File: src/rtl/uart_tick_tx_pkg.sv
package uart_tick_tx_pkg;
  localparam int unsigned BUF_W   = 9;
  localparam int unsigned FRAME_W = 12;  // start + 9 + 2 stop
  localparam int unsigned IDX_W   = $clog2(FRAME_W);

  typedef enum logic [2:0] {
    FMT_8D      = 3'd0,
    FMT_7D_PAR  = 3'd1,
    FMT_9D      = 3'd2,
    FMT_8D_PAR  = 3'd3,
    FMT_8D_WAKE = 3'd4
  } tx_fmt_e;
endpackage

File: src/rtl/uart_tick_tx_div.sv
module uart_tick_tx_div #(
  parameter int unsigned TICKS = 16
) (
  input  logic clk_i,
  input  logic rst_ni,
  input  logic run_i,
  input  logic tick_i,
  output logic ovf_o
);
  localparam int unsigned CW = $clog2(TICKS);
  localparam logic [CW-1:0] LAST = CW'(TICKS - 1);

  logic [CW-1:0] cnt_q;

  assign ovf_o = run_i & tick_i & (cnt_q == LAST);

  always_ff @(posedge clk_i or negedge rst_ni) begin
    if (!rst_ni)      cnt_q <= '0;
    else if (!run_i)  cnt_q <= '0;
    else if (tick_i)  cnt_q <= (cnt_q == LAST) ? '0 : cnt_q + 1'b1;
  end
endmodule

File: src/rtl/uart_tick_tx_frame.sv
module uart_tick_tx_frame
  import uart_tick_tx_pkg::*;
(
  input  logic [BUF_W-1:0]   data_i,
  input  tx_fmt_e            fmt_i,
  input  logic               odd_i,
  input  logic               two_stop_i,
  output logic [FRAME_W-1:0] frame_o,
  output logic [IDX_W-1:0]   nbits_o
);
  logic par7, par8;
  int unsigned payload;

  assign par7 = (^data_i[6:0]) ^ odd_i;
  assign par8 = (^data_i[7:0]) ^ odd_i;

  always_comb begin
    frame_o    = '1;
    frame_o[0] = 1'b0;
    payload    = 8;
    unique case (fmt_i)
      FMT_7D_PAR: begin
        frame_o[7:1] = data_i[6:0];
        frame_o[8]   = par7;
      end
      FMT_9D, FMT_8D_WAKE: begin
        frame_o[9:1] = data_i[8:0];
        payload      = 9;
      end
      FMT_8D_PAR: begin
        frame_o[8:1] = data_i[7:0];
        frame_o[9]   = par8;
        payload      = 9;
      end
      default: frame_o[8:1] = data_i[7:0];
    endcase
    nbits_o = IDX_W'(1 + payload + (two_stop_i ? 2 : 1));
  end
endmodule

File: src/rtl/uart_tick_tx_seq.sv
module uart_tick_tx_seq
  import uart_tick_tx_pkg::*;
(
  input  logic               clk_i,
  input  logic               rst_ni,
  input  logic               run_i,
  input  logic               ovf_i,
  input  logic               have_data_i,
  input  logic [FRAME_W-1:0] frame_i,
  input  logic [IDX_W-1:0]   nbits_i,
  output logic               load_o,
  output logic               txd_o,
  output logic               done_o
);
  logic               busy_q, done_q;
  logic [IDX_W-1:0]   idx_q, nbits_q;
  logic [FRAME_W-1:0] frame_q;
  logic               last;

  assign last   = busy_q & (idx_q == nbits_q - 1'b1);
  assign load_o = run_i & ovf_i & have_data_i & (~busy_q | last);
  assign txd_o  = busy_q ? frame_q[idx_q] : 1'b1;
  assign done_o = done_q;

  always_ff @(posedge clk_i or negedge rst_ni) begin
    if (!rst_ni) begin
      busy_q  <= 1'b0;
      idx_q   <= '0;
      nbits_q <= '0;
      frame_q <= '1;
      done_q  <= 1'b0;
    end else begin
      done_q <= run_i & ovf_i & last;
      if (!run_i) begin
        busy_q <= 1'b0;
        idx_q  <= '0;
      end else if (ovf_i) begin
        if (load_o) begin
          busy_q  <= 1'b1;
          idx_q   <= '0;
          frame_q <= frame_i;
          nbits_q <= nbits_i;
        end else if (last) begin
          busy_q <= 1'b0;
        end else if (busy_q) begin
          idx_q <= idx_q + 1'b1;
        end
      end
    end
  end


  start_on_ovf_chk: assert property (@(posedge clk_i) disable iff (!rst_ni)
    $fell(txd_o) |-> $past(ovf_i));

  done_pulse_chk: assert property (@(posedge clk_i) disable iff (!rst_ni)
    done_o |=> !done_o);

  done_on_ovf_chk: assert property (@(posedge clk_i) disable iff (!rst_ni)
    done_o |-> $past(ovf_i));

  idle_high_chk: assert property (@(posedge clk_i) disable iff (!rst_ni)
    !run_i |=> txd_o);
endmodule

File: src/rtl/uart_tick_tx.sv
module uart_tick_tx
  import uart_tick_tx_pkg::*;
#(
  parameter int unsigned TICKS_PER_BIT = 16
) (
  input  logic             clk_i,
  input  logic             rst_ni,
  input  logic             tick16_i,
  input  logic             run_i,
  input  logic [2:0]       mode_i,
  input  logic             odd_par_i,
  input  logic             two_stop_i,
  input  logic             wr_i,
  input  logic [BUF_W-1:0] wr_data_i,
  output logic             txd_o,
  output logic             buf_empty_o,
  output logic             tx_done_o
);
  logic               ovf, load, full_q;
  logic [BUF_W-1:0]   buf_q;
  logic [FRAME_W-1:0] frame;
  logic [IDX_W-1:0]   nbits;

  always_ff @(posedge clk_i or negedge rst_ni) begin
    if (!rst_ni) begin
      full_q <= 1'b0;
      buf_q  <= '0;
    end else begin
      if (wr_i)      full_q <= 1'b1;
      else if (load) full_q <= 1'b0;
      if (wr_i)      buf_q  <= wr_data_i;
    end
  end
  assign buf_empty_o = ~full_q;

  uart_tick_tx_div #(.TICKS(TICKS_PER_BIT)) u_div (
    .clk_i, .rst_ni, .run_i, .tick_i(tick16_i), .ovf_o(ovf)
  );

  uart_tick_tx_frame u_frame (
    .data_i(buf_q), .fmt_i(tx_fmt_e'(mode_i)), .odd_i(odd_par_i),
    .two_stop_i, .frame_o(frame), .nbits_o(nbits)
  );

  uart_tick_tx_seq u_seq (
    .clk_i, .rst_ni, .run_i, .ovf_i(ovf), .have_data_i(full_q),
    .frame_i(frame), .nbits_i(nbits), .load_o(load),
    .txd_o, .done_o(tx_done_o)
  );


  empty_rise_chk: assert property (@(posedge clk_i) disable iff (!rst_ni)
    $rose(buf_empty_o) |-> $past(load));

  write_fill_chk: assert property (@(posedge clk_i) disable iff (!rst_ni)
    wr_i |=> !buf_empty_o);
endmodule

File: config.mk
export PLATFORM = sky130hd
export DESIGN_NAME = uart_tick_tx
export DESIGN_NICKNAME = d
export VERILOG_FILES = /design/src/rtl/uart_tick_tx_pkg.sv /design/src/rtl/uart_tick_tx_div.sv /design/src/rtl/uart_tick_tx_frame.sv /design/src/rtl/uart_tick_tx_seq.sv /design/src/rtl/uart_tick_tx.sv
export SDC_FILE = /design/constraint.sdc
export NUM_CORES = 1
export LEC_CHECK = 0
export ABC_AREA = 1
export BUFFER_PORTS_ARGS = -buffer_cell sky130_fd_sc_hd__buf_2
export CORE_MARGIN = 2
export CORE_UTILIZATION = 40
export DETAILED_ROUTE_END_ITERATION = 8
export GPL_TIMING_DRIVEN = 1
export PLACE_DENSITY = 0.65
export SETUP_SLACK_MARGIN = 0.3
export SLEW_MARGIN = 20
export SYNTH_ARGS = -nofsm -noshare
export SYNTH_HDL_FRONTEND = slang
export SYNTH_HIERARCHICAL = 1
export SYNTH_SLANG_ARGS = --single-unit
export TNS_END_PERCENT = 1
File: constraint.sdc
create_clock -name clk_i -period 2 [get_ports clk_i]
set_input_delay 0.4 -clock clk_i [delete_from_list [all_inputs] [get_ports clk_i]]
set_output_delay 0.4 -clock clk_i [all_outputs]
set_load 0.005 [all_outputs]
==> impl_metrics.py, run 1 <==
metrics = {
    "routing": {
        "drt_iter0_drc": 91,
        "finalWirelength_um": 4190,
        "drc_errors": 0,
        "firstDrtPassIters": 4,
        "num_vias": 1773,
        "ant_nets": 0,
        "wire_per_inst_um": 10.6,
        "viasPerCell": 4.49,
    },
    "placement": {
        "dpl-instance-area_um2": 2330,
        "post-place-ws_ps": 138,
        "io_buffers": 21,
        "place_inst": 386,
        "hpwl_um": 3080,
        "gp_congestion": 0.818,
    },
    "sta": {
        "setup_viol": 0,
        "finClkSkew_ps": 11.1,
        "finalHoldViolCount": 0,
        "finalMaxSlewViolations": 0,
        "period_minus_slack_ps": 1890,
        "rsz0062_at_grt": "yes",
        "setup_ws_ps": 114,
        "fmax_ghz": 0.530,
        "fin_crit_sh": 0.943,
    },
    "pwr": {
        "ir_drop_mv": 0.347,
        "power_density_nw_per_um2": 592,
        "p_leak_nw": 1.40,
    },
    "floorplanning": {
        "die_area_um2": 6230,
        "fp.dieW_um": 78.9,
        "initial_core_util": 0.410,
        "core_area_um2": 5470,
        "row_count": 27,
        "fp.dieH_um": 78.9,
        "ios": 22,
    },
    "yosys": {
        "ys_types": 29,
        "synth_area_leaders": "dfrtp_1 27%, nand2_1 21%, dfstp_2 14%, inv_1 5.4%, buf_4 4.3%",
        "syn_avg_cell_area_um2": 7.34,
        "synth_most_common_cell": "nand2_1",
        "synth_edf_count": 0,
        "syn_inst": 306,
        "synth_warnings": 6,
        "ys_seq_area_frac": 0.408,
        "synth_largest_area_cell": "dfrtp_1",
        "async_flop_share": 1.00,
        "synthTopCellsByCount": "126 x nand2_1, 32 x inv_1, 24 x dfrtp_1",
        "synth_top_area_share": 0.268,
        "netlist_area_um2": 2240,
        "synth-seq-cells": 36,
        "ys.flop_type": "dfrtp_1",
    },
    "run": {
        "max-cap-violations": 0,
    },
    "cells_and_area": {
        "final_cell_area_um2": 2650,
        "drive_gt1_frac": 0.337,
        "area_delta_synth_final_pct": 18.1,
        "final_cell_count_no_fill": 395,
        "finalNetCount": 346,
        "antennaDiodeCount": 0,
    },
    "min_path": {
        "min_path_type": "in -> async",
    },
    "grt": {
        "grt_usage": 0.151,
        "grt_max_degree": 37,
        "grt_pass1_vias": 1691,
        "grt_overflow_total": 0,
        "antenna_found_initial": 0,
        "grt_pass1_wl_um": 7390,
    },
    "clocking": {
        "tritoncts": "yes",
        "cts_buffer_depth": 2,
        "clockRootBuffer": "clkbuf_8",
        "ctsHtreeMaxLevel": 2,
        "cts_num_sinks": 36,
        "clock_latency_ps": 290,
        "postCtsHoldBufs": 0,
        "cts_buffers": 5,
        "path_clk_slew_ps": 80,
    },
    "setup_path": {
        "worstPathArrival_ps": 1490,
        "criticalPathCategory": "reg -> out",
        "crit_fanout": 6,
        "start_kind": "register",
        "end_kind": "output port",
        "cp.required_ps": 1600,
    },
    "outcome": {
        "run_status": "finished clean",
    },
}
[layer usage]
| metal | up-vias | part of all wire | wire length (um) | track usage |
|---|---|---|---|---|
| met1 | 791 | 0.46 | 1920 | 0.189 |
| met2 | 26 | 0.50 | 2100 | 0.258 |
| met3 | 2 | 0.034 | 141 | 0.0443 |
| met5 | - | 0 | 0 | 0 |
| met4 | 0 | 0.0064 | 27 | 0.0362 |
| li1 | 954 | - | - | - |
[cells in the final DEF, fill, tap and decap left out, types with 4 or more instances in the layout]
cell and count:
inv_1 28, nor2_1 18, o21ai_1 5, dfstp_2 12
nand2_2 25, o21ai_2 4, conb_1 4, nand3_1 13
clkbuf_8 5, inv_2 6, dfrtp_1 22, nor2_2 4
nand2_1 99, buf_2 21, nand4_1 7, ha_1 4
nand2_4 16
[cell type report]
cell class / instances / area (um2)
clock buffer: 6 / 72.6
clock inverter: 2 / 35.0
fill: 566 / 2820
inverter: 35 / 158
multi-input combinational: 219 / 1230
sequential: 36 / 918
tap: 72 / 90.1
timing repair buffer: 25 / 148
[worst max-delay path: stages (launching register included)]
cell	delay, ps
dfrtp_2	430
buf_4	140
nor2_1	50
o32ai_2	280
nand3_1	100
nand3_1	90
buf_2	110
[worst paths after layout]
kind                                                    from  slack (ps)  cells past startpoint                            to
worst max-delay path              u_seq/idx_q[0]$_DFFE_PN0P_         110                      6                         txd_o
worst min-delay path                                  rst_ni         140                      2          buf_q[5]$_DFFE_PN0P_
worst max register to register  u_seq/nbits_q[0]$_DFFE_PN0P_         210                     13  u_seq/frame_q[8]$_DFFE_PN1P_
worst min register to register  u_seq/frame_q[5]$_DFFE_PN1P_         460                      2  u_seq/frame_q[5]$_DFFE_PN1P_
max in group asynchronous                             rst_ni        1490                      2  u_seq/frame_q[1]$_DFFE_PN1P_
min in group clk_i                              wr_data_i[8]         310                      3          buf_q[8]$_DFFE_PN0P_
[repair_timing]
item,4_1_cts,5_1_grt
gates resized for setup,8,58
setup endpoints to repair,18,22
hold endpoints to repair,0,0
setup buffers,1,0
pin swaps,3,31
[metrics by stage]
step                total power [mW]  utilization  setup TNS [ps]  hold slack [ps]
floorplan                      0.908            -               0              104
global placement               0.937        0.425               0              457
detailed placement             0.944        0.425               0              456
CTS                             1.58        0.448               0              156
global route                    1.65        0.484           -13.4              175
finish                          1.57        0.484               0              139
[registers in the layout, indices dropped and copies added, names as in the netlist]
signal / flops
u_seq/busy_q: 1
u_seq/frame_q: 12
full_q: 1
u_div/cnt_q: 4
u_seq/done_o: 1
u_seq/nbits_q: 4
buf_q: 9
u_seq/idx_q: 4
[power by group]
part	internal, mW	total, mW	leakage [nW]	switching (mW)
sequential	0.749	0.772	0.417	0.0239
clock	0.370	0.637	0.0552	0.266
combinational	0.0585	0.159	0.929	0.101
[logic make-up (layout without fill, tap and decap cells)]
logic type | count (synthesis) | count (layout) | synth area share
buffers and inverters | 53 | 68 | 0.129
and+or+nand+nor | 186 | 186 | 0.357
AOI/OAI and AO/OA | 20 | 20 | 0.0563
xor gates and xnor gates | 4 | 4 | 0.0190
DFF | 36 | 36 | 0.408
other | 2 | 4 | 0.00335
adders and majority gates | 5 | 5 | 0.0279
Power figures use the tool's default switching activity.
==> run 2, diff against run 1 <==
--- a/config.mk
+++ b/config.mk
@@ -12,6 +12,7 @@
 export DETAILED_ROUTE_END_ITERATION = 8
 export GPL_TIMING_DRIVEN = 1
 export PLACE_DENSITY = 0.65
+export REMOVE_ABC_BUFFERS = 1
 export SETUP_SLACK_MARGIN = 0.3
 export SLEW_MARGIN = 20
 export SYNTH_ARGS = -nofsm -noshare
==> impl_metrics.py, run 2 (synthesis gave the netlist of run 1 again) <==
metrics = {
    "setup_path": {
        "cp.required_ps": 1600,
        "r2r_start": "u_seq/nbits_q[0]$_DFFE_PN0P_",
        "startpoint": "u_seq/idx_q[0]$_DFFE_PN0P_",
        "criticalPathCategory": "reg -> out",
        "end_kind": "output port",
        "start_kind": "register",
        "worstPathArrival_ps": 1500,
        "crit_fanout": 6,
    },
    "floorplanning": {
        "ios": 22,
        "fp.dieH_um": 78.9,
        "die_area_um2": 6230,
        "fp.dieW_um": 78.9,
        "core_area_um2": 5470,
        "row_count": 27,
        "initial_core_util": 0.410,
    },
    "pwr": {
        "intPower_mw": 1.08,
        "ir_drop_mv": 0.369,
        "power_mw": 1.46,
        "power_density_nw_per_um2": 583,
        "p_leak_nw": 1.35,
        "power_frac_seq": 0.530,
        "power_frac_clock": 0.365,
        "switchingPower_mw": 0.375,
        "power_switching_share": 0.257,
        "combPwrFrac": 0.105,
    },
    "clocking": {
        "path_clk_slew_ps": 70,
        "tritoncts": "yes",
        "cts_buffers": 5,
        "clockRootBuffer": "clkbuf_8",
        "clock_latency_ps": 280,
        "ctsHtreeMaxLevel": 2,
        "cts_num_sinks": 36,
        "cts_buffer_depth": 2,
    },
    "grt": {
        "grt_max_degree": 37,
        "globalRouteMet1Util": 0.182,
        "grt_use_met3": 0.0330,
        "antenna_found_initial": 0,
        "grt_pass1_wl_um": 7130,
        "grt_overflow_total": 0,
        "grt_pass1_vias": 1690,
        "grt_most_used_layer": "met2",
        "grt_use_met2": 0.244,
        "grt_usage": 0.144,
    },
    "cells_and_area": {
        "area_delta_synth_final_pct": 11.5,
        "final_cell_count_no_fill": 397,
        "final_common_cell": "nand2_1",
        "antennaDiodeCount": 0,
        "fillers": 603,
        "reg.largest.list": "u_seq/frame_q (12), buf_q (9)",
        "final_util": 0.457,
        "largest_reg_flops": 12,
        "finalNetCount": 348,
        "largest-register": "u_seq/frame_q",
        "layout_common_cells": "126 x nand2_1, 30 x inv_1, 22 x dfrtp_1, 21 x buf_2, 19 x nor2_1",
        "drive_gt1_frac": 0.249,
    },
    "placement": {
        "hpwl_um": 2880,
        "io_buffers": 21,
        "gp_congestion": 0.778,
        "place_inst": 386,
    },
    "sta": {
        "finalSetupTns_ps": 0,
        "rsz0062_at_grt": "yes",
        "finalMaxSlewViolations": 0,
        "finClkSkew_ps": 4.06,
        "setup_viol": 0,
        "period_minus_slack_ps": 1900,
        "maxSlewHeadroom": 0.479,
        "tightestPinTransition_ps": 781,
        "finalHoldViolCount": 0,
        "fmax_ghz": 0.527,
        "holdWs_ps": 191,
        "fin_crit_sh": 0.948,
    },
    "min_path": {
        "min_path_type": "in -> async",
    },
    "routing": {
        "finalWirelength_um": 3980,
        "ant_nets": 0,
        "num_vias": 1766,
        "drc_errors": 0,
        "viasPerCell": 4.45,
        "wire_per_inst_um": 10.0,
        "drt_iter0_drc": 71,
        "firstDrtPassIters": 4,
    },
    "outcome": {
        "run_status": "finished clean",
    },
    "run": {
        "max-cap-violations": 0,
    },
}
-- run 2: repair_timing --
item / 4_1_cts / 5_1_grt
setup buffers: 3 / 0
pin swaps: 5 / 4
endpoints found under the setup margin: 21 / 24
resized for setup: 11 / 11
hold buffers: 0 / 0
hold endpoints to repair: 0 / 0
-- run 2: worst max-delay path, stage by stage (launching register included) --
cell	delay, ps
dfrtp_2	450
buf_6	140
nor2_4	40
o32ai_4	270
nand3_1	110
nand3_1	100
buf_2	110
-- run 2: power by group through the flow --
stage,Sequential [mW],Combinational (mW),Clock (mW)
final,0.773,0.153,0.533
after global routing,0.777,0.182,0.595
after CTS,0.773,0.157,0.556
after detailed placement,0.786,0.156,0
after global placement,0.784,0.151,0
after floorplan,0.780,0.0992,0
-- run 2: stage by stage --
step | worst slack (ps) | area (um2)
after floorplan | 171 | 2100
after global placement | 149 | 2310
after detailed placement | 93.7 | 2310
after CTS | 98.3 | 2450
after global routing | 1.70 | 2500
final | 104 | 2500
-- run 2: path summary, 6_finish.rpt --
| kind | end | slack, ps | depth (start not counted) |
|---|---|---|---|
| worst max-delay path | txd_o | 100 | 6 |
| worst min-delay path | buf_q[1]$_DFFE_PN0P_ | 190 | 1 |
| worst max register to register | u_seq/idx_q[0]$_DFFE_PN0P_ | 230 | 13 |
| worst min register to register | u_seq/frame_q[3]$_DFFE_PN1P_ | 470 | 2 |
| max in group asynchronous | u_seq/idx_q[1]$_DFFE_PN0P_ | 1260 | 1 |
| min in group clk_i | buf_q[8]$_DFFE_PN0P_ | 310 | 3 |
-- run 2: routing by layer --
| layer | vias to the layer above | share of wire |
|---|---|---|
| met5 | - | 0 |
| met4 | 0 | 0.0038 |
| met3 | 2 | 0.028 |
| met2 | 19 | 0.48 |
| met1 | 787 | 0.48 |
| li1 | 958 | - |
-- run 2: cell type report --
class | count | area, um2 | area share
well taps | 72 | 90.1 | 0.0360
multi-input cells | 219 | 1090 | 0.437
repair buffers | 27 | 161 | 0.0645
clock inverters | 1 | 7.51 | 0.00300
clock buffers | 7 | 86.3 | 0.0345
flip-flops and latches | 36 | 918 | 0.367
inverters | 35 | 146 | 0.0585
